## src/rtl/via_irq_pkg.sv

```systemverilog
package via_irq_pkg;

  localparam int DATA_W  = 8;
  localparam int NUM_SRC = DATA_W - 1;
  localparam int ADDR_W  = 3;

  // flag bit positions (decoded by software, so they are fixed)
  localparam int BIT_A_LINE2 = 0;
  localparam int BIT_A_LINE1 = 1;
  localparam int BIT_SHIFT   = 2;
  localparam int BIT_B_LINE2 = 3;
  localparam int BIT_B_LINE1 = 4;
  localparam int BIT_TMR2    = 5;
  localparam int BIT_TMR1    = 6;
  localparam int BIT_MODE    = 7;

  // register addresses
  localparam int ADR_FLAGS  = 0;
  localparam int ADR_ENABLE = 1;
  localparam int ADR_T1LO   = 2;
  localparam int ADR_T2LO   = 3;
  localparam int ADR_SHIFT  = 4;

  typedef struct packed {
    logic wr_flags;
    logic wr_enable;
    logic wr_shift;
    logic rd_t1;
    logic rd_t2;
    logic rd_shift;
  } access_t;

endpackage

```

## src/rtl/via_irq_decode.sv

```systemverilog
module via_irq_decode
  import via_irq_pkg::*;
#(
  parameter int DW = DATA_W,
  parameter int AW = ADDR_W
) (
  input  logic          bus_valid,
  input  logic          bus_write,
  input  logic [AW-1:0] bus_addr,
  input  logic [DW-1:0] bus_wdata,
  output access_t       acc,
  output logic [DW-2:0] clr_vec
);
  localparam int NS = DW - 1;

  logic is_rd, is_wr;
  assign is_wr = bus_valid &  bus_write;
  assign is_rd = bus_valid & ~bus_write;

  always_comb begin
    acc.wr_flags  = is_wr && (bus_addr == AW'(ADR_FLAGS));
    acc.wr_enable = is_wr && (bus_addr == AW'(ADR_ENABLE));
    acc.wr_shift  = is_wr && (bus_addr == AW'(ADR_SHIFT));
    acc.rd_t1     = is_rd && (bus_addr == AW'(ADR_T1LO));
    acc.rd_t2     = is_rd && (bus_addr == AW'(ADR_T2LO));
    acc.rd_shift  = is_rd && (bus_addr == AW'(ADR_SHIFT));
  end

  always_comb begin
    clr_vec = acc.wr_flags ? bus_wdata[NS-1:0] : '0;
    if (acc.rd_t1)    clr_vec[BIT_TMR1]  = 1'b1;
    if (acc.rd_t2)    clr_vec[BIT_TMR2]  = 1'b1;
    if (acc.rd_shift) clr_vec[BIT_SHIFT] = 1'b1;
  end
endmodule

```

## src/rtl/via_irq_flags.sv

```systemverilog
module via_irq_flags #(
  parameter int NS = via_irq_pkg::NUM_SRC
) (
  input  logic          clk,
  input  logic          rst_n,
  input  logic [NS-1:0] set_vec,
  input  logic [NS-1:0] clr_vec,
  output logic [NS-1:0] flags
);
  logic [NS-1:0] flag_q;

  // set has priority over clear so no event is dropped
  always_ff @(posedge clk or negedge rst_n) begin
    if (!rst_n) flag_q <= '0;
    else        flag_q <= set_vec | (flag_q & ~clr_vec);
  end

  assign flags = flag_q;

  for (genvar i = 0; i < NS; i++) begin : g_chk
    assert_set_wins_R12: assert property (@(posedge clk) disable iff (!rst_n)
      set_vec[i] |=> flag_q[i]);
    assert_clear_takes_R7: assert property (@(posedge clk) disable iff (!rst_n)
      (clr_vec[i] && !set_vec[i]) |=> !flag_q[i]);
    assert_flag_holds_R2: assert property (@(posedge clk) disable iff (!rst_n)
      (!clr_vec[i] && flag_q[i]) |=> flag_q[i]);
  end
endmodule

```

## src/rtl/via_irq_enable.sv

```systemverilog
module via_irq_enable #(
  parameter int DW = via_irq_pkg::DATA_W
) (
  input  logic          clk,
  input  logic          rst_n,
  input  logic          wr,
  input  logic [DW-1:0] wdata,
  output logic [DW-2:0] enables
);
  localparam int NS = DW - 1;
  logic [NS-1:0] en_q;

  always_ff @(posedge clk or negedge rst_n) begin
    if (!rst_n) en_q <= '0;
    else if (wr) begin
      if (wdata[DW-1]) en_q <= en_q | wdata[NS-1:0];
      else             en_q <= en_q & ~wdata[NS-1:0];
    end
  end

  assign enables = en_q;

  assert_set_mode_R5: assert property (@(posedge clk) disable iff (!rst_n)
    (wr && wdata[DW-1]) |=> ((en_q & $past(wdata[NS-1:0])) == $past(wdata[NS-1:0])));
  assert_clear_mode_R6: assert property (@(posedge clk) disable iff (!rst_n)
    (wr && !wdata[DW-1]) |=> ((en_q & $past(wdata[NS-1:0])) == '0));
  assert_idle_hold_R5: assert property (@(posedge clk) disable iff (!rst_n)
    !wr |=> $stable(en_q));
endmodule

```

## src/rtl/via_irq_regport.sv

```systemverilog
module via_irq_regport
  import via_irq_pkg::*;
#(
  parameter int DW = DATA_W,
  parameter int AW = ADDR_W
) (
  input  logic          clk,
  input  logic          rst_n,
  input  logic          rd_req,
  input  logic [AW-1:0] rd_addr,
  input  logic          shift_wr,
  input  logic [DW-1:0] wdata,
  input  logic [DW-2:0] flags,
  input  logic [DW-2:0] enables,
  input  logic          pending,
  input  logic [DW-1:0] t1_low,
  input  logic [DW-1:0] t2_low,
  output logic          rsp_valid,
  output logic [DW-1:0] rsp_data
);
  logic [DW-1:0] shift_q;
  logic [DW-1:0] rd_mux;
  logic          rv_q;
  logic [DW-1:0] rd_q;

  always_ff @(posedge clk or negedge rst_n) begin
    if (!rst_n)        shift_q <= '0;
    else if (shift_wr) shift_q <= wdata;
  end

  always_comb begin
    unique case (rd_addr)
      AW'(ADR_FLAGS):  rd_mux = {pending, flags};
      AW'(ADR_ENABLE): rd_mux = {1'b1, enables};
      AW'(ADR_T1LO):   rd_mux = t1_low;
      AW'(ADR_T2LO):   rd_mux = t2_low;
      AW'(ADR_SHIFT):  rd_mux = shift_q;
      default:         rd_mux = '0;
    endcase
  end

  always_ff @(posedge clk or negedge rst_n) begin
    if (!rst_n) begin
      rv_q <= 1'b0;
      rd_q <= '0;
    end else begin
      rv_q <= rd_req;
      if (rd_req) rd_q <= rd_mux;
    end
  end

  assign rsp_valid = rv_q;
  assign rsp_data  = rd_q;

  assert_enable_msb_R4: assert property (@(posedge clk) disable iff (!rst_n)
    (rd_req && rd_addr == AW'(ADR_ENABLE)) |=> rsp_data[DW-1]);
  assert_rsp_follows_R13: assert property (@(posedge clk) disable iff (!rst_n)
    rd_req |=> rsp_valid);
  assert_rsp_single_R13: assert property (@(posedge clk) disable iff (!rst_n)
    !rd_req |=> !rsp_valid);
endmodule

```

## src/rtl/via_irq_unit.sv

```systemverilog
module via_irq_unit
  import via_irq_pkg::*;
#(
  parameter int DW = DATA_W,
  parameter int AW = ADDR_W
) (
  input  logic          clk,
  input  logic          rst_n,
  input  logic          bus_valid,
  output logic          bus_ready,
  input  logic          bus_write,
  input  logic [AW-1:0] bus_addr,
  input  logic [DW-1:0] bus_wdata,
  output logic          rsp_valid,
  output logic [DW-1:0] rsp_data,
  input  logic [DW-2:0] event_strobe,
  input  logic [DW-1:0] t1_low_count,
  input  logic [DW-1:0] t2_low_count,
  output logic          irq
);
  localparam int NS = DW - 1;

  access_t       acc;
  logic [NS-1:0] clr_vec;
  logic [NS-1:0] flags;
  logic [NS-1:0] enables;
  logic          pending;

  assign bus_ready = 1'b1;

  via_irq_decode #(.DW(DW), .AW(AW)) u_decode (
    .bus_valid (bus_valid),
    .bus_write (bus_write),
    .bus_addr  (bus_addr),
    .bus_wdata (bus_wdata),
    .acc       (acc),
    .clr_vec   (clr_vec)
  );

  via_irq_flags #(.NS(NS)) u_flags (
    .clk     (clk),
    .rst_n   (rst_n),
    .set_vec (event_strobe),
    .clr_vec (clr_vec),
    .flags   (flags)
  );

  via_irq_enable #(.DW(DW)) u_enable (
    .clk     (clk),
    .rst_n   (rst_n),
    .wr      (acc.wr_enable),
    .wdata   (bus_wdata),
    .enables (enables)
  );

  assign pending = |(flags & enables);
  assign irq     = pending;

  via_irq_regport #(.DW(DW), .AW(AW)) u_regport (
    .clk       (clk),
    .rst_n     (rst_n),
    .rd_req    (bus_valid && !bus_write),
    .rd_addr   (bus_addr),
    .shift_wr  (acc.wr_shift),
    .wdata     (bus_wdata),
    .flags     (flags),
    .enables   (enables),
    .pending   (pending),
    .t1_low    (t1_low_count),
    .t2_low    (t2_low_count),
    .rsp_valid (rsp_valid),
    .rsp_data  (rsp_data)
  );

  assert_irq_quiet_R11: assert property (@(posedge clk) disable iff (!rst_n)
    (event_strobe == '0 && !bus_valid) |=> $stable(irq));
  assert_ready_R13: assert property (@(posedge clk) disable iff (!rst_n)
    bus_ready);
endmodule

```

## config.mk

```make
export PLATFORM = sky130hd
export DESIGN_NAME = via_irq_unit
export DESIGN_NICKNAME = d
export VERILOG_FILES = /design/src/rtl/via_irq_pkg.sv /design/src/rtl/via_irq_decode.sv /design/src/rtl/via_irq_flags.sv /design/src/rtl/via_irq_enable.sv /design/src/rtl/via_irq_regport.sv /design/src/rtl/via_irq_unit.sv
export SDC_FILE = /design/constraint.sdc
export NUM_CORES = 1
export LEC_CHECK = 0
export BUFFER_PORTS_ARGS = -buffer_cell sky130_fd_sc_hd__buf_2
export CAP_MARGIN = 20
export CORE_ASPECT_RATIO = 0.6
export CORE_UTILIZATION = 46
export DETAILED_ROUTE_END_ITERATION = 8
export PLACE_DENSITY_LB_ADDON = 0.25
export SLEW_MARGIN = 0
export SYNTH_ARGS = -nofsm -noshare
export SYNTH_HDL_FRONTEND = slang
export SYNTH_SLANG_ARGS = --single-unit
```

## constraint.sdc

```tcl
create_clock -name clk -period 1.21 [get_ports clk]
set_input_delay 0.0605 -clock clk [delete_from_list [all_inputs] [get_ports clk]]
set_output_delay 0.0605 -clock clk [all_outputs]
set_load 0.01 [all_outputs]
```

==> flow_metrics.tcl <==
set metrics [dict create \
    r2r_cells 5 \
    wire_per_inst_um 16.8 \
    synth-seq-area-share_pct 47.7 \
    core_um2 3320 \
    path_class "reg -> out" \
    critPathMaxFanout 2 \
    nFillCells 291 \
    cp-end-kind "primary output" \
    grt_pass1_wl_um 7220 \
    port_buffers 47 \
    min_path_type "in -> reg" \
    yosysWarnings 0 \
    fp.dieH_um 48.0 \
    violations "negative setup slack" \
    synth.distinct_cells 32 \
    period_minus_slack_ns 1.61 \
    initial_core_util_pct 48.9 \
    fin_util_pct 67.8 \
    place_inst 261 \
    seq_area_um2 776 \
    postLayoutSetupSlackWorst_ns -0.404 \
    fin_crit_sh_pct 133 \
    crit_slowest_cell "a222oi_1" \
    outcome "finished, violations left" \
    first_global_vias 1527 \
    totalWireLength_um 4660 \
    synth.most_common_cell "dfrtp_1" \
    yosysTopAreaCellShare_pct 47.7 \
    hold_violations 0 \
    hold_ws_ns 0.0165 \
    yosys.area.top_type "dfrtp_1" \
    netlist_instances 154 \
    r2r-start "u_flags.flags[5]$_DFF_PN0_" \
    start_kind "flip-flop" \
    synth-edff-count 0 \
    fmax_mhz 620 \
    pin_count 49 \
    cts_buffers 5 \
    n_antenna_cell 0 \
    crit_cells 4 \
    firstDrtPassIters 4 \
    gp_congestion 0.779 \
    crit_end "irq" \
    cellPowerDensity_nw_per_um2 1220 \
    whs_path_depth 2 \
    cap_viol_max_count 0 \
    yosys-top-cells-area "dfrtp_1, mux2_1, mux2i_1, nand2_1, a21oi_1" \
    skew_ns 0.00489 \
    ys_async_sr_fraction_pct 100 \
    antenna_found_initial 0 \
    synthesis.area_um2 1630 \
    cts.htree.levels 2 \
    antenna_left 0 \
    r2r_slack_ns -0.33 \
    finalSetupViolations 2 \
    nets 270 \
    grt_setup_unrepaired "true" \
    grt_max_degree 22 \
    path_clk_slew_ns 0.07 \
    power_mw 2.76 \
    cp_cell_sequence "a222oi_1, nand3_1, buf_4, buf_6" \
    synth-main-ff-cell "dfrtp_1" \
    drc 0 \
    rows 16 \
    dieArea_um2 3780 \
    syn_area_per_cell_um2 10.6 \
    ys_ff_latch 31 \
    worstPathRequired_ns 1.15 \
    drt-initial-drc-count 103 \
    die-width_um 78.7 \
    dpl.hpwl_um 3400 \
    clock_sinks 31 \
    fin_cells 278 \
    startpoint "u_flags.flags[5]$_DFF_PN0_" \
    vias_per_cell 5.45 \
    syn_to_final_growth_pct 38.6 \
    r2r-end "u_regport.rsp_data[7]$_DFFE_PN0N_" \
    synth_common_cells "dfrtp_1, nand2_1, mux2_1" \
    critPathBufInv 2 \
    grt_overflow 0 \
    cellLeakagePower_nw 1.09 \
    cts_max_path_buffers 2 \
    drive_gt1_share_pct 36.5 \
    vias 1516 \
    clock_tree.root_cell "clkbuf_8" \
    critPathMaxStageDelay_ns 0.43 \
    cpLargestDelayFamily "compound AO/OA/AOI/OAI gates" \
    syn_nets 192 \
    clkLatencyLatePin_ns 0.29 \
    multiInputGateArea_um2 807 \
    cp_data_arrival_time_ns 1.55 \
    ir_drop_v 0.000816 \
    dp_slack_ns -0.222 \
    cts_tree "done" \
    grtUsageTotal_pct 27.2 \
    drv_slew 0 \
]
[worst reg2reg max path, delay by kind of cell, from the launching register on]
kind	cells	cell delay (ns)
AND/OR/NAND/NOR	1	0.16
buffers and inverters	1	0.16
AO/OA/AOI/OAI	3	0.69
flip-flops	1	0.40
[power by group]
group          switching [mW]  leakage [nW]  internal (mW)
registers              0.0935         0.368           1.19
clock network           0.399        0.0422          0.403
logic                   0.316         0.684          0.357
[per-layer routing]
| metal | up-vias | wire length (um) | global-route usage (%) |
|---|---|---|---|
| met5 | - | 0 | 0 |
| met4 | 0 | 125 | 17.8 |
| met3 | 17 | 257 | 5.71 |
| met2 | 59 | 2230 | 46.8 |
| met1 | 735 | 2050 | 32.7 |
| li1 | 705 | - | - |
[per-stage QoR]
| step | cell area (um2) | setup TNS (ns) |
|---|---|---|
| 6_report | 2250 | -0.730 |
| 5_1_grt | 2250 | -0.926 |
| 4_1_cts | 2250 | -0.693 |
| 3_5_place_dp | 2060 | -1.30 |
| 3_3_place_gp | 2060 | -0.806 |
| 2_1_floorplan | 1630 | -0.0998 |
[layout make-up]
type                            instances  area share (%)
Inverter                                2           0.333
Sequential cell                        31            34.4
Tap cell                               45            2.50
Clock buffer                            7            3.39
Clock inverter                          1           0.222
Multi-Input combinational cell        112            35.8
Timing Repair Buffer                   80            23.3
[placed cells by master (no fill, tap or decap), drive strengths merged, types with 4 or more instances in the layout]
cell type	count
a21o	6
a21oi	11
buf	72
clkbuf	7
dfrtp	31
dlygate4sd3	8
mux2	15
mux2i	14
nand2	27
nand2b	4
nor2	9
o221ai	6
[kinds of logic (layout without fill, tap and decap cells)]
kind of cell,Yosys count,in the layout,synth area share [%]
DFF,31,31,47.7
other,1,1,0.231
buffers and inverters,11,90,3.69
and+or+nand+nor,49,49,15.4
muxes,29,29,19.0
AOI/OAI and AO/OA,33,33,13.9
[how the worst min path moves through the flow]
stage | start | to | slack [ns]
finish | bus_wdata[3] | u_regport.shift_q[3]$_DFFE_PN0P_ | 0.02
global placement | rst_n | u_flags.flags[1]$_DFF_PN0_ | 0.005
detailed placement | rst_n | u_flags.flags[1]$_DFF_PN0_ | 0.01
floorplan | rst_n | async pin | -0.24
global route | bus_wdata[3] | u_regport.shift_q[3]$_DFFE_PN0P_ | 0.03
CTS | bus_wdata[3] | u_regport.shift_q[3]$_DFFE_PN0P_ | 0.02
[repair_timing]
item / in CTS / in global routing
setup endpoints to repair: 2 / 5
resized for setup: 2 / 3
setup buffers: 2 / 1
hold endpoints to repair: 22 / 0
hold buffers: 8 / 0
pin swaps: 2 / 5
Note: power is estimated with default switching activity, not from simulation.
